<file path="config.mk">
export PLATFORM = sky130hd
export DESIGN_NAME = sha512_pad_stream
export DESIGN_NICKNAME = d
export VERILOG_FILES = /design/src/rtl/sha512_pad_pkg.sv /design/src/rtl/pad_lane_merge.sv /design/src/rtl/pad_block_reg.sv /design/src/rtl/pad_ctrl.sv /design/src/rtl/sha512_pad_stream.sv
export SDC_FILE = /design/constraint.sdc
export NUM_CORES = 2
export LEC_CHECK = 0
export ABC_AREA = 1
export BUFFER_PORTS_ARGS = -buffer_cell sky130_fd_sc_hd__buf_2
export CAP_MARGIN = 20
export CORE_AREA = 3 3 422 424
export DETAILED_ROUTE_END_ITERATION = 12
export DIE_AREA = 0 0 425 427
export HOLD_SLACK_MARGIN = 0.05
export PLACE_DENSITY_LB_ADDON = 0.15
export RECOVER_POWER = 100
export SYNTH_ARGS = -nofsm -noshare
export SYNTH_HDL_FRONTEND = slang
export SYNTH_HIERARCHICAL = 1
export SYNTH_SLANG_ARGS = --single-unit
</file>
<file path="constraint.sdc">
create_clock -name clk -period 5.2 [get_ports clk]
set_clock_uncertainty 0.1 [all_clocks]
set_input_delay 1.04 -clock clk [delete_from_list [all_inputs] [get_ports clk]]
set_output_delay 1.04 -clock clk [all_outputs]
set_load 0.02 [all_outputs]
</file>
<file path="src/rtl/sha512_pad_pkg.sv">
package sha512_pad_pkg;

   typedef enum logic [1:0] {
      PS_FILL = 2'd0,   // taking message words
      PS_TAIL = 2'd1,   // writing marker, zeros and length word by word
      PS_EMIT = 2'd2    // block offered downstream
   } pad_state_e;

   localparam logic [7:0] PAD_MARK = 8'h80;

endpackage

</file>
<file path="src/rtl/pad_lane_merge.sv">
module pad_lane_merge #(
   parameter int WORD_W = 64,
   localparam int BYTES = WORD_W / 8,
   localparam int NB_W  = $clog2(BYTES + 1)
) (
   input  logic [WORD_W-1:0] word_i,
   input  logic [NB_W-1:0]   keep_i,   // leading bytes kept, 0..BYTES
   output logic [WORD_W-1:0] word_o
);
   import sha512_pad_pkg::*;

   // Lane 0 is the most significant (earliest) byte of the word.
   for (genvar b = 0; b < BYTES; b++) begin : g_lane
      localparam int HI = WORD_W - 1 - 8 * b;
      always_comb begin
         if (NB_W'(b) < keep_i)       word_o[HI -: 8] = word_i[HI -: 8];
         else if (NB_W'(b) == keep_i) word_o[HI -: 8] = PAD_MARK;
         else                         word_o[HI -: 8] = 8'h00;
      end
   end

endmodule

</file>
<file path="src/rtl/pad_block_reg.sv">
module pad_block_reg #(
   parameter int WORD_W  = 64,
   parameter int BLOCK_W = 1024,
   localparam int WORDS  = BLOCK_W / WORD_W,
   localparam int IDX_W  = $clog2(WORDS)
) (
   input  logic               clk,
   input  logic               rst_n,
   input  logic               wr_en,
   input  logic [IDX_W-1:0]   wr_idx,
   input  logic [WORD_W-1:0]  wr_word,
   output logic [BLOCK_W-1:0] block_o
);

   // Word 0 occupies the top of the block.
   for (genvar w = 0; w < WORDS; w++) begin : g_word
      logic [WORD_W-1:0] q;
      always_ff @(posedge clk or negedge rst_n) begin
         if (!rst_n)                               q <= '0;
         else if (wr_en && wr_idx == IDX_W'(w))    q <= wr_word;
      end
      assign block_o[BLOCK_W-1-w*WORD_W -: WORD_W] = q;
   end

endmodule

</file>
<file path="src/rtl/pad_ctrl.sv">
module pad_ctrl #(
   parameter int WORD_W  = 64,
   parameter int BLOCK_W = 1024,
   parameter int LEN_W   = 128,
   parameter int CNT_W   = 64,
   localparam int BYTES     = WORD_W / 8,
   localparam int NB_W      = $clog2(BYTES + 1),
   localparam int WORDS     = BLOCK_W / WORD_W,
   localparam int IDX_W     = $clog2(WORDS),
   localparam int LEN_WORDS = LEN_W / WORD_W,
   localparam int LEN_IDX   = WORDS - LEN_WORDS
) (
   input  logic              clk,
   input  logic              rst_n,
   input  logic              in_valid,
   input  logic              in_last,
   input  logic [NB_W-1:0]   nbytes_i,
   input  logic [WORD_W-1:0] merged_i,
   input  logic              out_ready,
   output logic              in_ready,
   output logic              out_valid,
   output logic              out_final,
   output logic              wr_en,
   output logic [IDX_W-1:0]  wr_idx,
   output logic [WORD_W-1:0] wr_word
);
   import sha512_pad_pkg::*;

   localparam logic [WORD_W-1:0] MARK_WORD = {PAD_MARK, {(WORD_W-8){1'b0}}};

   pad_state_e       state_q;
   logic [IDX_W-1:0] idx_q;
   logic [CNT_W-1:0] bits_q;
   logic             mark_due_q;   // 0x80 not yet written
   logic             no_room_q;    // this block cannot carry the length
   logic             tail_q;       // message fully received
   logic             fin_q;

   logic             accept;
   logic             no_room_n;
   logic [LEN_W-1:0] len_field;
   logic [WORD_W-1:0] len_word;
   int               len_sel;

   assign accept    = (state_q == PS_FILL) && in_valid;
   assign in_ready  = (state_q == PS_FILL);
   assign out_valid = (state_q == PS_EMIT);
   assign out_final = (state_q == PS_EMIT) && fin_q;

   assign no_room_n = no_room_q || (mark_due_q && idx_q >= IDX_W'(LEN_IDX));
   assign len_field = LEN_W'(bits_q);
   assign len_sel   = (LEN_WORDS - 1 - (int'(idx_q) - LEN_IDX)) * WORD_W;
   assign len_word  = WORD_W'(len_field >> len_sel);

   always_comb begin
      wr_en   = 1'b0;
      wr_idx  = idx_q;
      wr_word = merged_i;
      if (accept) begin
         wr_en = 1'b1;
      end else if (state_q == PS_TAIL) begin
         wr_en = 1'b1;
         if (no_room_n || idx_q < IDX_W'(LEN_IDX))
            wr_word = mark_due_q ? MARK_WORD : '0;
         else
            wr_word = len_word;
      end
   end

   always_ff @(posedge clk or negedge rst_n) begin
      if (!rst_n) begin
         state_q    <= PS_FILL;
         idx_q      <= '0;
         bits_q     <= '0;
         mark_due_q <= 1'b0;
         no_room_q  <= 1'b0;
         tail_q     <= 1'b0;
         fin_q      <= 1'b0;
      end else begin
         unique case (state_q)
            PS_FILL: if (accept) begin
               idx_q <= idx_q + 1'b1;
               if (in_last) begin
                  bits_q     <= bits_q + (CNT_W'(nbytes_i) << 3);
                  mark_due_q <= (nbytes_i == NB_W'(BYTES));
                  no_room_q  <= (idx_q >= IDX_W'(LEN_IDX));
                  tail_q     <= 1'b1;
               end else begin
                  bits_q <= bits_q + CNT_W'(WORD_W);
               end
               if (idx_q == IDX_W'(WORDS - 1)) begin
                  state_q <= PS_EMIT;
                  fin_q   <= 1'b0;
               end else if (in_last) begin
                  state_q <= PS_TAIL;
               end
            end
            PS_TAIL: begin
               idx_q      <= idx_q + 1'b1;
               mark_due_q <= 1'b0;
               no_room_q  <= no_room_n;
               if (idx_q == IDX_W'(WORDS - 1)) begin
                  state_q <= PS_EMIT;
                  fin_q   <= !no_room_n;
               end
            end
            PS_EMIT: if (out_ready) begin
               no_room_q <= 1'b0;
               if (fin_q) begin
                  state_q <= PS_FILL;
                  bits_q  <= '0;
                  tail_q  <= 1'b0;
                  fin_q   <= 1'b0;
               end else begin
                  state_q <= tail_q ? PS_TAIL : PS_FILL;
               end
            end
            default: state_q <= PS_FILL;
         endcase
      end
   end

endmodule

</file>
<file path="src/rtl/sha512_pad_stream.sv">
module sha512_pad_stream #(
   parameter int WORD_W  = 64,
   parameter int BLOCK_W = 1024,
   parameter int LEN_W   = 128,
   parameter int CNT_W   = 64,
   localparam int BYTES  = WORD_W / 8,
   localparam int NB_W   = $clog2(BYTES + 1),
   localparam int WORDS  = BLOCK_W / WORD_W,
   localparam int IDX_W  = $clog2(WORDS)
) (
   input  logic               clk,
   input  logic               rst_n,
   input  logic               in_valid,
   output logic               in_ready,
   input  logic [WORD_W-1:0]  in_data,
   input  logic [NB_W-1:0]    in_bytes,
   input  logic               in_last,
   output logic               out_valid,
   input  logic               out_ready,
   output logic [BLOCK_W-1:0] out_block,
   output logic               out_final
);

   if (WORD_W % 8 != 0 || WORD_W < 16) begin : g_bad_word
      $error("WORD_W must be a whole number of bytes, at least 16");
   end
   if (BLOCK_W % WORD_W != 0 || LEN_W % WORD_W != 0) begin : g_bad_split
      $error("BLOCK_W and LEN_W must be multiples of WORD_W");
   end
   if (LEN_W >= BLOCK_W || CNT_W >= LEN_W) begin : g_bad_len
      $error("need CNT_W < LEN_W < BLOCK_W");
   end

   logic [NB_W-1:0]   keep;
   logic [NB_W-1:0]   nb_clamp;
   logic [WORD_W-1:0] merged;
   logic              wr_en;
   logic [IDX_W-1:0]  wr_idx;
   logic [WORD_W-1:0] wr_word;

   assign nb_clamp = (in_bytes > NB_W'(BYTES)) ? NB_W'(BYTES) : in_bytes;
   assign keep     = in_last ? nb_clamp : NB_W'(BYTES);

   pad_lane_merge #(.WORD_W(WORD_W)) i_merge (
      .word_i (in_data),
      .keep_i (keep),
      .word_o (merged)
   );

   pad_ctrl #(
      .WORD_W(WORD_W), .BLOCK_W(BLOCK_W), .LEN_W(LEN_W), .CNT_W(CNT_W)
   ) i_ctrl (
      .clk       (clk),
      .rst_n     (rst_n),
      .in_valid  (in_valid),
      .in_last   (in_last),
      .nbytes_i  (nb_clamp),
      .merged_i  (merged),
      .out_ready (out_ready),
      .in_ready  (in_ready),
      .out_valid (out_valid),
      .out_final (out_final),
      .wr_en     (wr_en),
      .wr_idx    (wr_idx),
      .wr_word   (wr_word)
   );

   pad_block_reg #(.WORD_W(WORD_W), .BLOCK_W(BLOCK_W)) i_blk (
      .clk     (clk),
      .rst_n   (rst_n),
      .wr_en   (wr_en),
      .wr_idx  (wr_idx),
      .wr_word (wr_word),
      .block_o (out_block)
   );

endmodule

</file>
**Word-level counts from Yosys, hierarchy flattened**

Cells that the tools add are included.

- Bits in registers: 1,098
- Bits of input ports: 73
- Output and inout bits: 1,027
- Word-level logic and storage cells: 162

- Add/subtract/negate cells: 5
- Order comparisons: 11
- Eq/ne operators: 32
- Shift-type cells: 1
- Multiplexer cells: 55
- Reductions and logical operators: 35

Operators by type and width:

| operator | count |
|---|---|
| 2-to-1 mux 64 bit | 8 |
| 2-to-1 mux 8 bit | 16 |
| case mux 64 bit (2 select lines) | 1 |
| adder 64 x 7 -> 64 bit | 1 |
| adder 64 x 7 -> 64 bit, second input constant | 1 |
| right shift 64 x 32 -> 64 bit | 1 |
| == test 4 bit, second input constant | 9 |
| subtractor 2 x 26 -> 26 bit, first input constant | 1 |
| logical AND 1 bit | 19 |
| == test 3 x 4 -> 1 bit, first input constant | 4 |
| == test 4 x 3 -> 1 bit, second input constant | 4 |
| less-than comparator 3 x 4 -> 1 bit, first input constant | 4 |
| 2-to-1 mux 1 bit | 15 |
| 2-to-1 mux 2 bit | 6 |
| 2-to-1 mux 4 bit | 3 |
| != test 2 x 1 -> 1 bit, second input constant | 6 |
| AND reduction 4 bit | 3 |
| AND reduction 5 bit | 2 |
| == test 2 x 4 -> 1 bit, first input constant | 2 |
| == test 4 x 2 -> 1 bit, second input constant | 2 |
| logical NOT 4 bit | 2 |
| less-than comparator 1 x 4 -> 1 bit, first input constant | 2 |
| less-than comparator 2 x 4 -> 1 bit, first input constant | 2 |
| case mux 4 bit (2 select lines) | 1 |
| 20 further kinds | 24 |

**Logic depth before layout (Yosys ltp)**

- Word-level depth: 8
- Gate-level depth with buffers: 15
- Gate-level depth less buffers: 15

**Hierarchy**

The synthesis kept the hierarchy.

By module, submodules not included:

| module | times used | cells an instance | area an instance (um2) | seq. area each (um2) |
|---|---|---|---|---|
| pad_block_reg | 1 | 4,845 | 42,400.7 | 25,624.6 |
| pad_ctrl | 1 | 930 | 5,725.5 | 1,776.7 |
| pad_lane_merge | 1 | 153 | 613.1 | 0.0 |
| sha512_pad_stream | 1 | 12 | 60.1 | 0.0 |

**Worst setup path before layout**

No wires, ideal clock.

- Path kind: input to register
- From: input in_bytes[0]
- To: register i_ctrl.bits_q[43]
- Library setup time: 0.117 ns
- Data arrival time: 2.691 ns
- Required time: 4.983 ns
- Setup slack: 2.293 ns
- Stages: 15
- Path buffers: 0
- Cells stage by stage: inv_1 > nor2_1 > ha_1 > inv_1 > fa_1 > inv_1 > nand3_1 > nand2_1 > nand2_1 > nand2_1 > nand3_2 > nor3_1 > nand2_1 > nand2_1 > nor2_1

- Cells in the longest elaborated chain, start to end: 6

RTL lines:

| what | RTL line | text |
|---|---|---|
| start, declared | sha512_pad_stream.sv:16 | `input logic [NB_W-1:0] in_bytes,` |
| greater-than comparator 4 bit | sha512_pad_stream.sv:41 | `assign nb_clamp = (in_bytes > NB_W'(BYTES)) ? NB_W'(BYTES) : in_bytes;` |
| 2-to-1 mux 4 bit (*) | sha512_pad_stream.sv:41 |  |
| net nb_clamp[0] | sha512_pad_stream.sv:35 | `logic [NB_W-1:0] nb_clamp;` |
| adder 64 x 7 -> 64 bit (*) | pad_ctrl.sv:84 | `bits_q <= bits_q + (CNT_W'(nbytes_i) << 3);` |
| 2-to-1 mux 64 bit (*) | pad_ctrl.sv:83 | `if (in_last) begin` |
| 2-to-1 mux 64 bit (*) | pad_ctrl.sv:81 | `PS_FILL: if (accept) begin` |
| case mux 64 bit (2 select lines) (*) | pad_ctrl.sv:80 | `unique case (state_q)` |
| end signal, assigned | pad_ctrl.sv:84 |  |
| end signal, assigned | pad_ctrl.sv:89 | `bits_q <= bits_q + CNT_W'(WORD_W);` |
| end, declared | pad_ctrl.sv:33 | `logic [CNT_W-1:0] bits_q;` |

The timed path passes the listed nets; every way through them passes the cells marked *. The select of a mux whose other input is x is not followed.
A chain may end at the register's enable or synchronous reset.

**Worst setup path after layout**

- From: register i_ctrl.state_q[0]
- To: register i_blk.g_word[13].q[45]

- Cells in the longest elaborated chain, start to end: 4
- Elaborated cells on any way between the ends: 8
- Those cells by class: eq/ne: 1; mux: 4; reduce/logical: 3

RTL lines:

| what | RTL line | text |
|---|---|---|
| start, declared | pad_ctrl.sv:31 | `pad_state_e state_q;` |
| start signal, assigned | pad_ctrl.sv:115 | `state_q <= tail_q ? PS_TAIL : PS_FILL;` |
| == test 2 x 1 -> 1 bit / logical NOT 2 bit (equally long branches) | pad_ctrl.sv:61, pad_ctrl.sv:45 |  |
| 2-to-1 mux 1 bit / logical AND 1 bit (equally long branches) | pad_ctrl.sv:61, pad_ctrl.sv:45 |  |
| 2-to-1 mux 1 bit (*) | pad_ctrl.sv:59 | `if (accept) begin` |
| net wr_en | sha512_pad_stream.sv:37 | `logic wr_en;` |
| logical AND 1 bit (*) | pad_block_reg.sv:20 | `else if (wr_en && wr_idx == IDX_W'(w)) q <= wr_word;` |
| end signal, assigned | pad_block_reg.sv:20 |  |
| end, declared | pad_block_reg.sv:17 | `logic [WORD_W-1:0] q;` |

The timed path passes the listed nets; every way through them passes the cells marked *.

==> summary.md <==
| Metric | Value |
|---|---|
| Cells on Worst Hold Path | `2` |
| Final instance area | `between 0.05 and 0.06 mm2` |
| Commonest cells post-synth | `nand2_1, dfrtp_1, inv_1, nand4_1, buf_2` |
| Syn. warnings | `6` |
| Nets | `6,933` |
| Die Y | `427 um` |
| Reg-to-reg critical path endpoint | `i_blk/g_word[13].q[45]$_DFFE_PN0P_` |
| Endpoint, Worst Hold | `i_blk/g_word[4].q[29]$_DFFE_PN0P_` |
| Crit path cell chain | `inv_1, ha_1, nand2_1, nand2_1, nand3_1, nor2_1, buf_12, nand2_1, nand2_1` |
| Cell with the most instances after synthesis | `nand2_1` |
| Sequential area share after synthesis | `56.2%` |
| Placement Cell Area | `0.0568 mm2` |
| Crit Path Max Fanout | `33` |
| CTS clk-pin slew, worst paths | `~0.06 ns` |
| Avg Vias per Cell | `4.83` |
| Setup TNS | `0 ns` |
| Status | `finished with violations` |
| Mapped Nets | `between 6,000 and 7,000` |
| Core Rows | `153` |
| Via count | `44,900` |
| RSZ-0062 raised after global routing | `no` |
| Pins Over Slew Limit | `915` |
| Share of layout cells above drive strength 1 | `6.72%` |
| Max transition margin | `-76.8%` |
| Startpoint types | `flop` |
| R2R Path Start | `i_ctrl/state_q[0]$_DFFE_PN0P_` |
| CP Buf/Inv Count | `2` |
| GR Util All Layers | `between 20% and 30%` |
| GPL Wtd Cong | `slightly below 0.9` |
| CTS tree | `built` |
| Final Hold Vio Count | `0` |
| First-pass GRT wire length | `around 340,000 um` |
| Ys async rst share | `100%` |
| CP most frequent cell | `nand2_1` |
| Maximum clock insertion buffer count | `3` |
| Slack of the critical path | `approximately 0.92 ns` |
| Area of the multi-input gates | `roughly 0.018 mm2` |
| Leakage | `30.1 nW` |
| WS Path Type | `reg -> reg` |
| Clock Root Buffer | `clkbuf_16` |
| Largest cells by area after synthesis | `dfrtp_1, nand2_1, nand4_1` |
| Core area | `about 0.17 mm2` |
| R2r worst-path depth | `9` |
| Iteration-0 DRC Markers | `4,066` |
| Die area | `between 0.15 and 0.2 mm2` |
| Post-DP HPWL | `163,000 um` |
| Clk_lat worst skew | `0.79 ns` |
| Inst Count DP | `around 9,000` |
| Port buffer count | `1,099` |
| Largest net degree at the start of global routing | `156` |
| Storage cell area | `0.0274 mm2` |
| Setup violators final | `0` |
| FF+latch count, synth | `1,095` |
| Synthesized area per cell | `8.22 um2` |
| Peak supply drop | `0.363 mV` |
| Max_cap viols | `32` |
| Antenna viol nets, final | `0` |
| Dpl ws | `between 1 and 1.5 ns` |
| Layout Cells excl Fill | `9,292` |
| Clock sinks | `1,095` |
| Initial antenna violation count | `24` |
| Critical path's slowest cell | `nor2_1` |
| Violated checks | `capacitance limit, slew limit` |
| Initial core utilization | `28.0%` |
| Vias in the first global route | `43,300` |
| R2R Setup Slk | `0.92 ns` |
| H-tree depth | `4` |
| Worst-Margin Slew | `2.65 ns` |
| Worst path top cell family by delay | `simple AND/OR/NAND/NOR gates` |
| Num ports | `~1,100` |
| Final min period | `between 4 and 5 ns` |
| Cts hold-fix bufs | `0` |
| Synth area leader | `dfrtp_1` |
| Worst hold slack | `0.369 ns` |
| EDFF count, synth | `0` |
| Mapped Cells | `5,940` |
| Crit path capture type | `flop` |
| Total wire length | `242,000 um` |
| Mapped Area | `0.0488 mm2` |
| TritonCTS Buffers | `134` |
| Max incr delay on CP | `1.70 ns` |
| Post-CTS Resized | `0` |
| Post-CTS setup buffers | `0` |
| Pwr dens | `722 mW/mm2` |
| Crit path DAT | `4.90 ns` |
| WL per Instance | `26.0 um` |
| Grt total ovfl | `0` |
| First drt pass iteration count | `5` |
| Min-delay worst type | `reg -> reg` |
| CP Data Required Time | `between 5 and 6 ns` |
| DRC Markers | `0` |
| FILL cells | `19,000` |
| Cell variety after synth | `45` |
| Area share of the largest cell type after synthesis | `56.2%` |
| Prevailing post-synth register cell | `dfrtp_1` |
| Hold_sp | `i_blk/g_word[4].q[29]$_DFFE_PN0P_` |
| F_max | `234 MHz` |
| Final period util | `approximately 80%` |
| Die Wd | `425 um` |
| Syn-to-layout area delta | `22.0%` |
final cells by class:
class	instances	area share [%]
timing repair buffer	1245	9.07
antenna	22	0.0925
inverter	444	2.80
clock inverter	41	0.891
multi-input combinational	3926	29.7
clock buffer	194	6.47
tap	2325	4.89
sequential	1095	46.0
power by group:
part / switching, mW / internal, mW / total (mW)
registers: 2.22 / 12.0 / 14.3
clock network: 3.99 / 5.47 / 9.47
logic: 15.2 / 4.00 / 19.2
sequential cells by signal, indices dropped and copies added (netlist names):
name	flops
i_ctrl/wr_idx	4
i_ctrl/tail_q	1
i_ctrl/state_q	2
i_blk/g_word.q	1024
i_ctrl/bits_q	61
i_ctrl/fin_q	1
i_ctrl/no_room_q	1
i_ctrl/mark_due_q	1
metal layers:
metal	vias up	wire (um)	GRT usage, %
li1	20400	-	-
met1	22300	96300	31.6
met2	1737	116000	42.7
met3	471	16000	5.58
met4	0	14200	13.1
met5	-	0	0
worst reg2reg max path, cell delays in order (launching register included):
cell and delay [ns]:
dfrtp_1 0.40, inv_1 0.14, ha_1 0.39, nand2_1 0.18, nand2_1 0.42, nand3_1 0.31, nor2_1 1.70, buf_12 0.35
nand2_1 0.15, nand2_1 0.11
kinds of logic (layout without fill, tap and decap cells):
group	after synthesis	in the layout	synth area share (%)
AND/OR/NAND/NOR	3515	3515	30.0
buffers and inverters	919	1924	7.88
other	0	22	0
AO/OA/AOI/OAI	389	389	5.41
XOR/XNOR	7	7	0.126
adder cells (fa/ha/maj)	14	14	0.374
flip-flops	1095	1095	56.2
multiplexers	1	1	0.0205
worst max path at each step:
stage | slack, ns | cells past startpoint | endpoint | startpoint
2_1_floorplan | 2.29 | 15 | i_ctrl/bits_q[43]$_DFFE_PN0P_ | in_bytes[0]
3_3_place_gp | 1.19 | 10 | i_blk/g_word[4].q[62]$_DFFE_PN0P_ | in_last
3_5_place_dp | 1.18 | 10 | i_blk/g_word[1].q[62]$_DFFE_PN0P_ | in_last
4_1_cts | 1.67 | 9 | i_blk/g_word[8].q[46]$_DFFE_PN0P_ | i_ctrl/state_q[0]$_DFFE_PN0P_
5_1_grt | 0.74 | 13 | i_blk/g_word[8].q[18]$_DFFE_PN0P_ | i_ctrl/state_q[1]$_DFFE_PN0P_
6_report | 0.92 | 9 | i_blk/g_word[13].q[45]$_DFFE_PN0P_ | i_ctrl/state_q[0]$_DFFE_PN0P_
metrics by stage:
stage	util, %	total power [mW]
floorplan	-	25.3
global placement	32.6	34.6
detailed placement	32.6	34.7
CTS	35.1	44.4
global route	34.2	45.3
finish	34.2	43.0
placed cells by master, fill, tap and decap left out, drive strengths merged:
master / instances
o22ai: 2
nor3b: 2
clkinv: 27
o21a: 4
xnor2: 3
ha: 13
clkinvlp: 3
nor2: 235
xor2: 4
bufinv: 6
and3: 2
a2111oi: 1
a21oi: 38
mux2i: 1
inv: 449
diode: 22
o21ai: 81
fa: 1
nand4: 408
nor4: 2
o21bai: 257
nor3: 24
nand3: 80
clkbuf: 1283
o211ai: 5
nand2: 2758
dfrtp: 1095
a211oi: 1
buf: 156
nand3b: 1
and2: 3
Power figures use the tool's default switching activity.
